## src/rtl/rt_pkg.sv

```systemverilog
// Package: shared constants for the reloading timer.
// Assumes an 8-bit bus with a 2-bit address and a 4-bit control register.
package rt_pkg;
    localparam int BYTE_W = 8;
    localparam int CTRL_W = 4;

    // Control bit positions
    localparam int CB_STOP      = 0;
    localparam int CB_SRC_EXT   = 1;
    localparam int CB_EDGE_FALL = 2;
    localparam int CB_LAT_ONLY  = 3;

    localparam logic [CTRL_W-1:0] CTRL_RESET = 4'b0001;

    typedef enum logic [1:0] {
        A_LOW  = 2'd0,
        A_HIGH = 2'd1,
        A_CTRL = 2'd2,
        A_NONE = 2'd3
    } reg_addr_e;
endpackage

```

## src/rtl/rt_prescale.sv

```systemverilog
// Module: free-running divider that makes a one-clock enable every DIV clocks.
// Assumes DIV >= 2. It keeps running while the timer is stopped.
module rt_prescale #(
    parameter int DIV = 16
) (
    input  logic clk,
    input  logic rst_n,
    output logic tick
);
    localparam int PW = (DIV > 1) ? $clog2(DIV) : 1;
    localparam logic [PW-1:0] LAST = PW'(DIV - 1);

    logic [PW-1:0] phase;

    // Step the phase and wrap it back to zero after the last value.
    always_ff @(posedge clk) begin
        if (!rst_n)            phase <= '0;
        else if (phase == LAST) phase <= '0;
        else                   phase <= phase + 1'b1;
    end

    assign tick = (phase == LAST);

    AST_TICK_SPACED: assert property (@(posedge clk) disable iff (!rst_n)
        tick |=> !tick);
endmodule

```

## src/rtl/rt_edge_sync.sv

```systemverilog
// Module: two-flop synchronizer for the external pin plus a selectable edge detector.
// Assumes the pin is asynchronous. The pulse is one clock long.
module rt_edge_sync (
    input  logic clk,
    input  logic rst_n,
    input  logic pin,
    input  logic fall_sel,
    output logic edge_pulse
);
    logic s1, s2, s3;

    // Move the pin into the clock domain and keep one older sample.
    always_ff @(posedge clk) begin
        if (!rst_n) begin
            s1 <= 1'b0;
            s2 <= 1'b0;
            s3 <= 1'b0;
        end else begin
            s1 <= pin;
            s2 <= s1;
            s3 <= s2;
        end
    end

    assign edge_pulse = fall_sel ? (s3 & ~s2) : (s2 & ~s3);

    AST_EDGE_SINGLE: assert property (@(posedge clk) disable iff (!rst_n)
        edge_pulse |=> !edge_pulse);
endmodule

```

## src/rtl/rt_count_core.sv

```systemverilog
// Module: counter, reload latch and underflow flag.
// Assumes a count pulse and a write commit may coincide. The commit wins and
// suppresses the underflow. A reload uses the latch value held before that cycle.
module rt_count_core #(
    parameter int W = 16
) (
    input  logic         clk,
    input  logic         rst_n,
    input  logic         tick,
    input  logic         stop,
    input  logic         load_cnt,
    input  logic         load_lat,
    input  logic [W-1:0] wval,
    output logic [W-1:0] cnt,
    output logic         uflow
);
    logic [W-1:0] latch_q;
    logic         step;

    assign step = tick && !stop;

    // Reload latch: written only by a commit.
    always_ff @(posedge clk) begin
        if (!rst_n)        latch_q <= '1;
        else if (load_lat) latch_q <= wval;
    end

    // Counter: a commit first, then a reload at zero, else a decrement.
    always_ff @(posedge clk) begin
        if (!rst_n) begin
            cnt   <= '1;
            uflow <= 1'b0;
        end else begin
            uflow <= 1'b0;
            if (load_cnt) begin
                cnt <= wval;
            end else if (step) begin
                if (cnt == '0) begin
                    cnt   <= latch_q;
                    uflow <= 1'b1;
                end else begin
                    cnt <= cnt - 1'b1;
                end
            end
        end
    end

    AST_DECREMENT: assert property (@(posedge clk) disable iff (!rst_n)
        (step && !load_cnt && cnt != '0) |=> (cnt == $past(cnt) - 1'b1));
    AST_RELOAD: assert property (@(posedge clk) disable iff (!rst_n)
        (step && !load_cnt && cnt == '0) |=> (cnt == $past(latch_q) && uflow));
    AST_STOP_HOLD: assert property (@(posedge clk) disable iff (!rst_n)
        (stop && !load_cnt) |=> ($stable(cnt) && !uflow));
    AST_LOAD_WINS: assert property (@(posedge clk) disable iff (!rst_n)
        load_cnt |=> (cnt == $past(wval) && !uflow));
    AST_IRQ_ONE_CYCLE: assert property (@(posedge clk) disable iff (!rst_n)
        uflow |=> !uflow);
endmodule

```

## src/rtl/reload_timer16.sv

```systemverilog
// Module: top of the reloading 16-bit down-counter with byte-wide bus access.
// Assumes single-cycle bus strobes. Reads are combinational. Reading the high
// byte captures the low byte, and a high-byte write commits with the buffered low byte.
module reload_timer16 #(
    parameter int PRESCALE = 16
) (
    input  logic       clk,
    input  logic       rst_n,
    input  logic       bus_wr,
    input  logic       bus_rd,
    input  logic [1:0] bus_addr,
    input  logic [7:0] bus_wdata,
    output logic [7:0] bus_rdata,
    input  logic       ext_pin,
    output logic       irq
);
    import rt_pkg::*;
    localparam int CW = 2 * BYTE_W;

    logic [CTRL_W-1:0] ctrl;
    logic [BYTE_W-1:0] wr_low_buf;
    logic [BYTE_W-1:0] rd_low_cap;
    logic [CW-1:0]     cnt;
    logic              int_tick, ext_tick, tick;
    logic              commit;
    reg_addr_e         addr;

    assign addr   = reg_addr_e'(bus_addr);
    assign commit = bus_wr && (addr == A_HIGH);

    // Control register and the buffer for the low byte of a write.
    always_ff @(posedge clk) begin
        if (!rst_n) begin
            ctrl       <= CTRL_RESET;
            wr_low_buf <= '0;
        end else if (bus_wr) begin
            if (addr == A_CTRL) ctrl       <= bus_wdata[CTRL_W-1:0];
            if (addr == A_LOW)  wr_low_buf <= bus_wdata;
        end
    end

    // Capture the counter's low byte when its high byte is read.
    always_ff @(posedge clk) begin
        if (!rst_n)                          rd_low_cap <= '1;
        else if (bus_rd && addr == A_HIGH)   rd_low_cap <= cnt[BYTE_W-1:0];
    end

    rt_prescale #(.DIV(PRESCALE)) u_pre (
        .clk(clk), .rst_n(rst_n), .tick(int_tick)
    );

    rt_edge_sync u_edge (
        .clk(clk), .rst_n(rst_n), .pin(ext_pin),
        .fall_sel(ctrl[CB_EDGE_FALL]), .edge_pulse(ext_tick)
    );

    assign tick = ctrl[CB_SRC_EXT] ? ext_tick : int_tick;

    rt_count_core #(.W(CW)) u_core (
        .clk(clk), .rst_n(rst_n), .tick(tick), .stop(ctrl[CB_STOP]),
        .load_cnt(commit && !ctrl[CB_LAT_ONLY]), .load_lat(commit),
        .wval({bus_wdata, wr_low_buf}), .cnt(cnt), .uflow(irq)
    );

    // Read multiplexer.
    always_comb begin
        case (addr)
            A_LOW:   bus_rdata = rd_low_cap;
            A_HIGH:  bus_rdata = cnt[CW-1:BYTE_W];
            A_CTRL:  bus_rdata = {{(BYTE_W-CTRL_W){1'b0}}, ctrl};
            default: bus_rdata = '0;
        endcase
    end

    AST_LOW_WRITE_NO_EFFECT: assert property (@(posedge clk) disable iff (!rst_n)
        (bus_wr && addr == A_LOW && ctrl[CB_STOP]) |=> $stable(cnt));
    AST_CTRL_UPPER_ZERO: assert property (@(posedge clk) disable iff (!rst_n)
        (addr == A_CTRL) |-> (bus_rdata[BYTE_W-1:CTRL_W] == '0));
endmodule

```

## config.mk

```make
export PLATFORM = sky130hd
export DESIGN_NAME = reload_timer16
export DESIGN_NICKNAME = d
export VERILOG_FILES = /design/src/rtl/rt_pkg.sv /design/src/rtl/rt_prescale.sv /design/src/rtl/rt_edge_sync.sv /design/src/rtl/rt_count_core.sv /design/src/rtl/reload_timer16.sv
export SDC_FILE = /design/constraint.sdc
export NUM_CORES = 1
export LEC_CHECK = 0
export BUFFER_PORTS_ARGS = -buffer_cell sky130_fd_sc_hd__buf_4
export CORE_ASPECT_RATIO = 0.8
export CORE_MARGIN = 5
export CORE_UTILIZATION = 50
export DETAILED_ROUTE_END_ITERATION = 10
export HOLD_SLACK_MARGIN = 0.02
export MAX_ROUTING_LAYER = met4
export PLACE_DENSITY = 0.69
export SYNTH_ARGS = -nofsm -noshare
export SYNTH_HDL_FRONTEND = slang
export SYNTH_SLANG_ARGS = --single-unit
export TNS_END_PERCENT = 1
```

## constraint.sdc

```tcl
create_clock -name clk -period 4.8 [get_ports clk]
set_clock_uncertainty 0.05 [all_clocks]
set_input_delay 0.24 -clock clk [delete_from_list [all_inputs] [get_ports clk]]
set_output_delay 0.24 -clock clk [all_outputs]
set_load 0.05 [all_outputs]
```

== Word level (Yosys, flattened, before mapping) ==
Index checks and enable logic that the tools add are counted.
Word-level totals
  bits in registers: 60
  input port bits: 15
  output and inout bits: 9
  logic and storage cells: 41
Operators by class
  $add $sub $neg: 2
  equal/unequal tests: 3
  mux-type cells: 7
  bitwise operators: 6
  reductions and logical operators: 13
Operators by type and width (number)
  2-to-1 mux 16 bit: 3
  case mux 8 bit (3 select lines): 1
  zero test 16 bit: 1
  subtractor 16 x 1 -> 16 bit (second input constant): 1
  adder 4 x 1 -> 4 bit (second input constant): 1
  equality test 4 bit (second input constant): 1
  logical AND 1 bit: 4
  NOT 1 bit: 4
  AND reduction 2 bit: 2
  2-to-1 mux 1 bit: 3
  OR reduction 3 bit: 1
  bitwise AND 1 bit: 2
  equality test 2 x 1 -> 1 bit (second input constant): 1
  equality test 2 bit (second input constant): 1
  zero test 1 bit: 2
  zero test 2 bit: 1
  nonzero test 2 bit: 1
  OR reduction 2 bit: 1

== Depth between registers and ports, before layout ==
  word-level depth: 7
  gate-level depth with buffers: 9
  depth with buffers taken out: 7

== Hierarchy ==
From an unflattened synthesis, not the netlist that was laid out.
Unflattened totals
  cell total of the unflattened synthesis: 355
  area total of the unflattened synthesis: 3071.7 um^2
Modules (own cells, without submodules)
  rt_count_core: instances 1, cells an instance 219, area an instance 1766.7 um^2, seq. area each 660.6 um^2
  reload_timer16: instances 1, cells an instance 111, area an instance 1034.7 um^2, seq. area each 400.4 um^2
  rt_prescale: instances 1, cells an instance 16, area an instance 168.9 um^2, seq. area each 80.1 um^2
  rt_edge_sync: instances 1, cells an instance 9, area an instance 101.3 um^2, seq. area each 60.1 um^2

== Worst setup path before layout ==
No wires, ideal clock.
  path type: input to output
  start: input port bus_addr[0]
  end: output port bus_rdata[0]
  arrival: 1.862 ns
  data required time: 4.510 ns
  setup slack: 2.648 ns
  cell stages on the path: 3
  path buffers: 1
  path through: buf_1 > mux2i_1 > o21ai_0
On the way
  word-level cells in the longest chain between the ends: 2
  elaborated cells between the ends (all ways): 4
  classes of those cells: eq/ne (2); mux (1); reduce/logical (1)
RTL lines
  from (decl): line reload_timer16.sv:11  | input logic [1:0] bus_addr,
  equality test 2 bit (tied with other cells): line reload_timer16.sv:67  | case (addr)
  case mux 8 bit (3 select lines) (*): line reload_timer16.sv:67
  to (decl): line reload_timer16.sv:13  | output logic [7:0] bus_rdata,
Mark *: on every way between the ends. The rest lies on a longest branch, timed or not.

== Worst setup path in the final report ==
  start: register u_core.cnt[0]
  end: register u_core.cnt[10]
On the way
  word-level cells in the longest chain between the ends: 4
  elaborated cells between the ends (all ways): 5
  classes of those cells: add/sub (1); mux (3); reduce/logical (1)
RTL lines
  from (decl): line rt_count_core.sv:14  | output logic [W-1:0] cnt,
  from (signal assigned): line rt_count_core.sv:36  | cnt <= wval;
  from (signal assigned): line rt_count_core.sv:39  | cnt <= latch_q;
  from (signal assigned): line rt_count_core.sv:42  | cnt <= cnt - 1'b1;
  subtractor 16 x 1 -> 16 bit or zero test 16 bit (tied branches): line rt_count_core.sv:42, rt_count_core.sv:38
  2-to-1 mux 16 bit (*): line rt_count_core.sv:38  | if (cnt == '0) begin
  2-to-1 mux 16 bit (*): line rt_count_core.sv:37  | end else if (step) begin
  2-to-1 mux 16 bit (*): line rt_count_core.sv:35  | if (load_cnt) begin
Mark *: on every way between the ends. The rest lies on a longest branch, timed or not. The select of a mux whose other input is x is not followed.
A chain may end at the register's enable or synchronous reset.

==> run_results.csv <==
group,metric,value,unit
outcome,status,"completed",
synth,synth.area.top_cells,"dfxtp_1 (41%), nand2_1 (8.6%), nand3_1 (6.5%)",
sta,rsz0062_at_grt,"no",
clock_network,cts.path.max_buffers,2,
clock_network,cts_made_buffers,9,
clock_network,h-tree-depth,3,
global_routing,track_usage,22.2,%
sta,hold_viol_final,0,
clock_network,path_clk_slew,0.07,ns
finish,multi_input_area,1570,µm²
synth,synth.top_cell.area_share,41.1,%
synth,yosysMostFrequentCell,"nand2_1",
worst_setup_path,cp_top_family,"simple AND/OR/NAND/NOR gates",
routing,routedWlPerCell,16.3,µm
hold_path,min-delay-start,"ext_pin",
worst_setup_path,r2r_cells,7,
synth,synth.distinct_cells,49,
worst_setup_path,crit_buf_inv,1,
synth,ys_seq_area_share,41.1,%
worst_setup_path,cp_slowest_stage_delay,0.53,ns
worst_setup_path,cpMaxStageDelayCell,"or4b_4",
pwr,p_per_area,366,nW/µm²
routing,avgViaCountPerCell,5.75,
floorplanning,ios,24,
clock_network,cts_root_buffer,"clkbuf_8",
place,finalWeightedCongestion,0.911,
floorplanning,start_util,52.6,%
worst_setup_path,worstPathArrival,2.46,ns
synth,async_reset_ff_share,0,%
synth,yosysWarnings,0,
global_routing,grt_max_degree,47,
hold_path,hold_depth,2,
sta,finalSetupTns,0,ns
sta,hold_slack,0.0546,ns
synth,yosysTopAreaCell,"dfxtp_1",
worst_setup_path,cp_data_required_time,4.95,ns
worst_setup_path,worst-setup-path-type,"reg2reg",
routing,drt-total-wl,7470,µm
finish,synthToLayoutAreaGrowth,14.7,%
routing,drc,0,
sta,slew_viol_final,0,
synth,synth_edf_count,0,
worst_setup_path,reg2reg_to,"u_core.cnt[10]",
finish,final_nets,394,
routing,num_vias,2637,
synth,synth-seq-cells,60,
sta,fmax,431,MHz
finish,register_area,1200,µm²
global_routing,grt_pass1_vias,2519,
routing,first_pass_iters,4,
worst_setup_path,r2r_setup_slack,2.48,ns
hold_path,hold_end,"u_edge.s1",
floorplanning,die_x,95.4,µm
hold_path,min_path_type,"in2reg",
synth,avgSynthCellArea,8.02,µm²
worst_setup_path,crit_path_cell_trace,"inv_1 -> ha_1 -> or4b_4 -> or3b_1 -> xnor2_1 -> mux2i_1 -> o211ai_2",
floorplanning,dieArea,7480,µm²
worst_setup_path,start_kind,"flip-flop",
routing,drt_iter0_drc,267,
finish,antenna_cells,0,
clock_network,insertion_delay,0.34,ns
pwr,ir_drop,0.256,mV
place,hpwl,5110,µm
finish,nFillCells,506,
worst_setup_path,endpoint_kind,"flip-flop",
sta,setup_viol,0,
sta,worst_pin_slew,0.776,ns
place,buffer_ports.inserted,23,
floorplanning,core_area,5560,µm²
clock_network,tritoncts_num_sinks,60,
finish,post-route-util,60.3,%
synth,ys.flop_type,"dfxtp_1",
sta,finalCritPeriodShare,48.3,%
pwr,p_leak,1.37,nW
sta,slew_headroom,48.1,%
worst_setup_path,rr_startpoint,"u_core.cnt[0]",
finish,drive_gt1_share,13.1,%
synth,syn_area,2920,µm²
floorplanning,die_h,78.4,µm
worst_setup_path,crit_fanout,7,
clock_network,cts_setup_buffers,0,
global_routing,antenna_found_initial,0,
global_routing,grt_pass1_wl,12500,µm
synth,netlist_instances,364,
synth,syn_nets,382,
routing,antenna_left,0,
clock_network,cts_hold_buf,0,
global_routing,overflow,0,
clock_network,cts_resized,0,
sta,finalCriticalPeriod,2.32,ns
clock_network,cts_tree,"done",
floorplanning,num_rows,24,
synth,ys_top_cells_by_count,"nand2_1 (67), dfxtp_1 (60), nand3_1 (38), nor2_1 (26), o21ai_0 (18)",
run,cap_violations,0,
-- where the power goes --
group / switching (mW) / total (mW) / internal (mW)
registers: 0.0265 / 0.549 / 0.523
clock network: 0.201 / 0.547 / 0.346
logic: 0.0790 / 0.128 / 0.0493
total: 0.306 / 1.22 / 0.918
-- per-layer routing --
metal	share of wire [%]	track usage, %	vias up
met5	0	-	-
met4	1.2	5.97	0
met3	7.5	6.02	13
met2	41	30.3	82
met1	50	32.0	1236
li1	-	-	1306
-- area by class of cell --
class,count,area share [%]
timing repair buffer,28,6.28
clock inverter,6,3.36
clock buffer,10,3.81
sequential,60,35.9
multi-input combinational,270,47.0
inverter,7,0.785
tap,78,2.91
-- flip-flops by register name, summed over array words and instances, names as in the netlist --
name	count
u_edge.s3	1
rd_low_cap	8
u_core.uflow	1
u_edge.s1	1
u_pre.phase	4
ctrl	4
wr_low_buf	8
u_edge.s2	1
u_core.latch_q	16
u_core.cnt	16
-- layout by cell type, fill, tap and decap left out, types with 7 or more instances in the layout --
master    Yosys  routed
inv_1         7       7
nor2_1       26      26
clkbuf_8      0       9
o211ai_1      8       8
nor3_1        8       8
mux2i_1      17      17
a21oi_1      16      16
nand2_1      67      67
dfxtp_1      60      60
o21ai_0      18      18
nand3_1      38      38
nand4_1       8       8
buf_4         1      28
-- through the flow --
step	instances	instance area [µm²]	worst slack (ns)	total power, mW
final	459	3350	2.48	1.22
after global routing	459	3350	2.34	1.27
after CTS	459	3350	2.49	1.23
after detailed placement	443	3110	2.44	0.688
after global placement	443	3110	2.49	0.685
after floorplan	364	2920	2.65	0.645
-- worst max-delay path by stage --
stage                        from  slack, ns             end  cells past startpoint
CTS                 u_core.cnt[0]       2.49  u_core.cnt[10]                      7
finish              u_core.cnt[0]       2.48  u_core.cnt[10]                      7
global route        u_core.cnt[0]       2.34  u_core.cnt[10]                      7
global placement      bus_addr[0]       2.49  u_core.cnt[15]                      7
floorplan             bus_addr[0]       2.65    bus_rdata[0]                      3
detailed placement    bus_addr[0]       2.44  u_core.cnt[15]                      7
-- worst reg2reg max path, stage by stage (launching register included) --
cell,delay (ns)
dfxtp_1,0.35
inv_1,0.11
ha_1,0.31
or4b_4,0.53
or3b_1,0.41
xnor2_1,0.13
mux2i_1,0.19
o211ai_2,0.10
-- cells by family after synthesis --
| logic type | after synthesis | synth area share (%) |
|---|---|---|
| AOI/OAI and AO/OA | 59 | 12.9 |
| xor gates and xnor gates | 9 | 2.70 |
| adders and majority gates | 3 | 1.29 |
| buffers and inverters | 34 | 5.01 |
| DFF | 60 | 41.1 |
| muxes | 17 | 5.83 |
| and+or+nand+nor | 182 | 31.1 |
No activity file was read; power rests on OpenSTA's default activity.
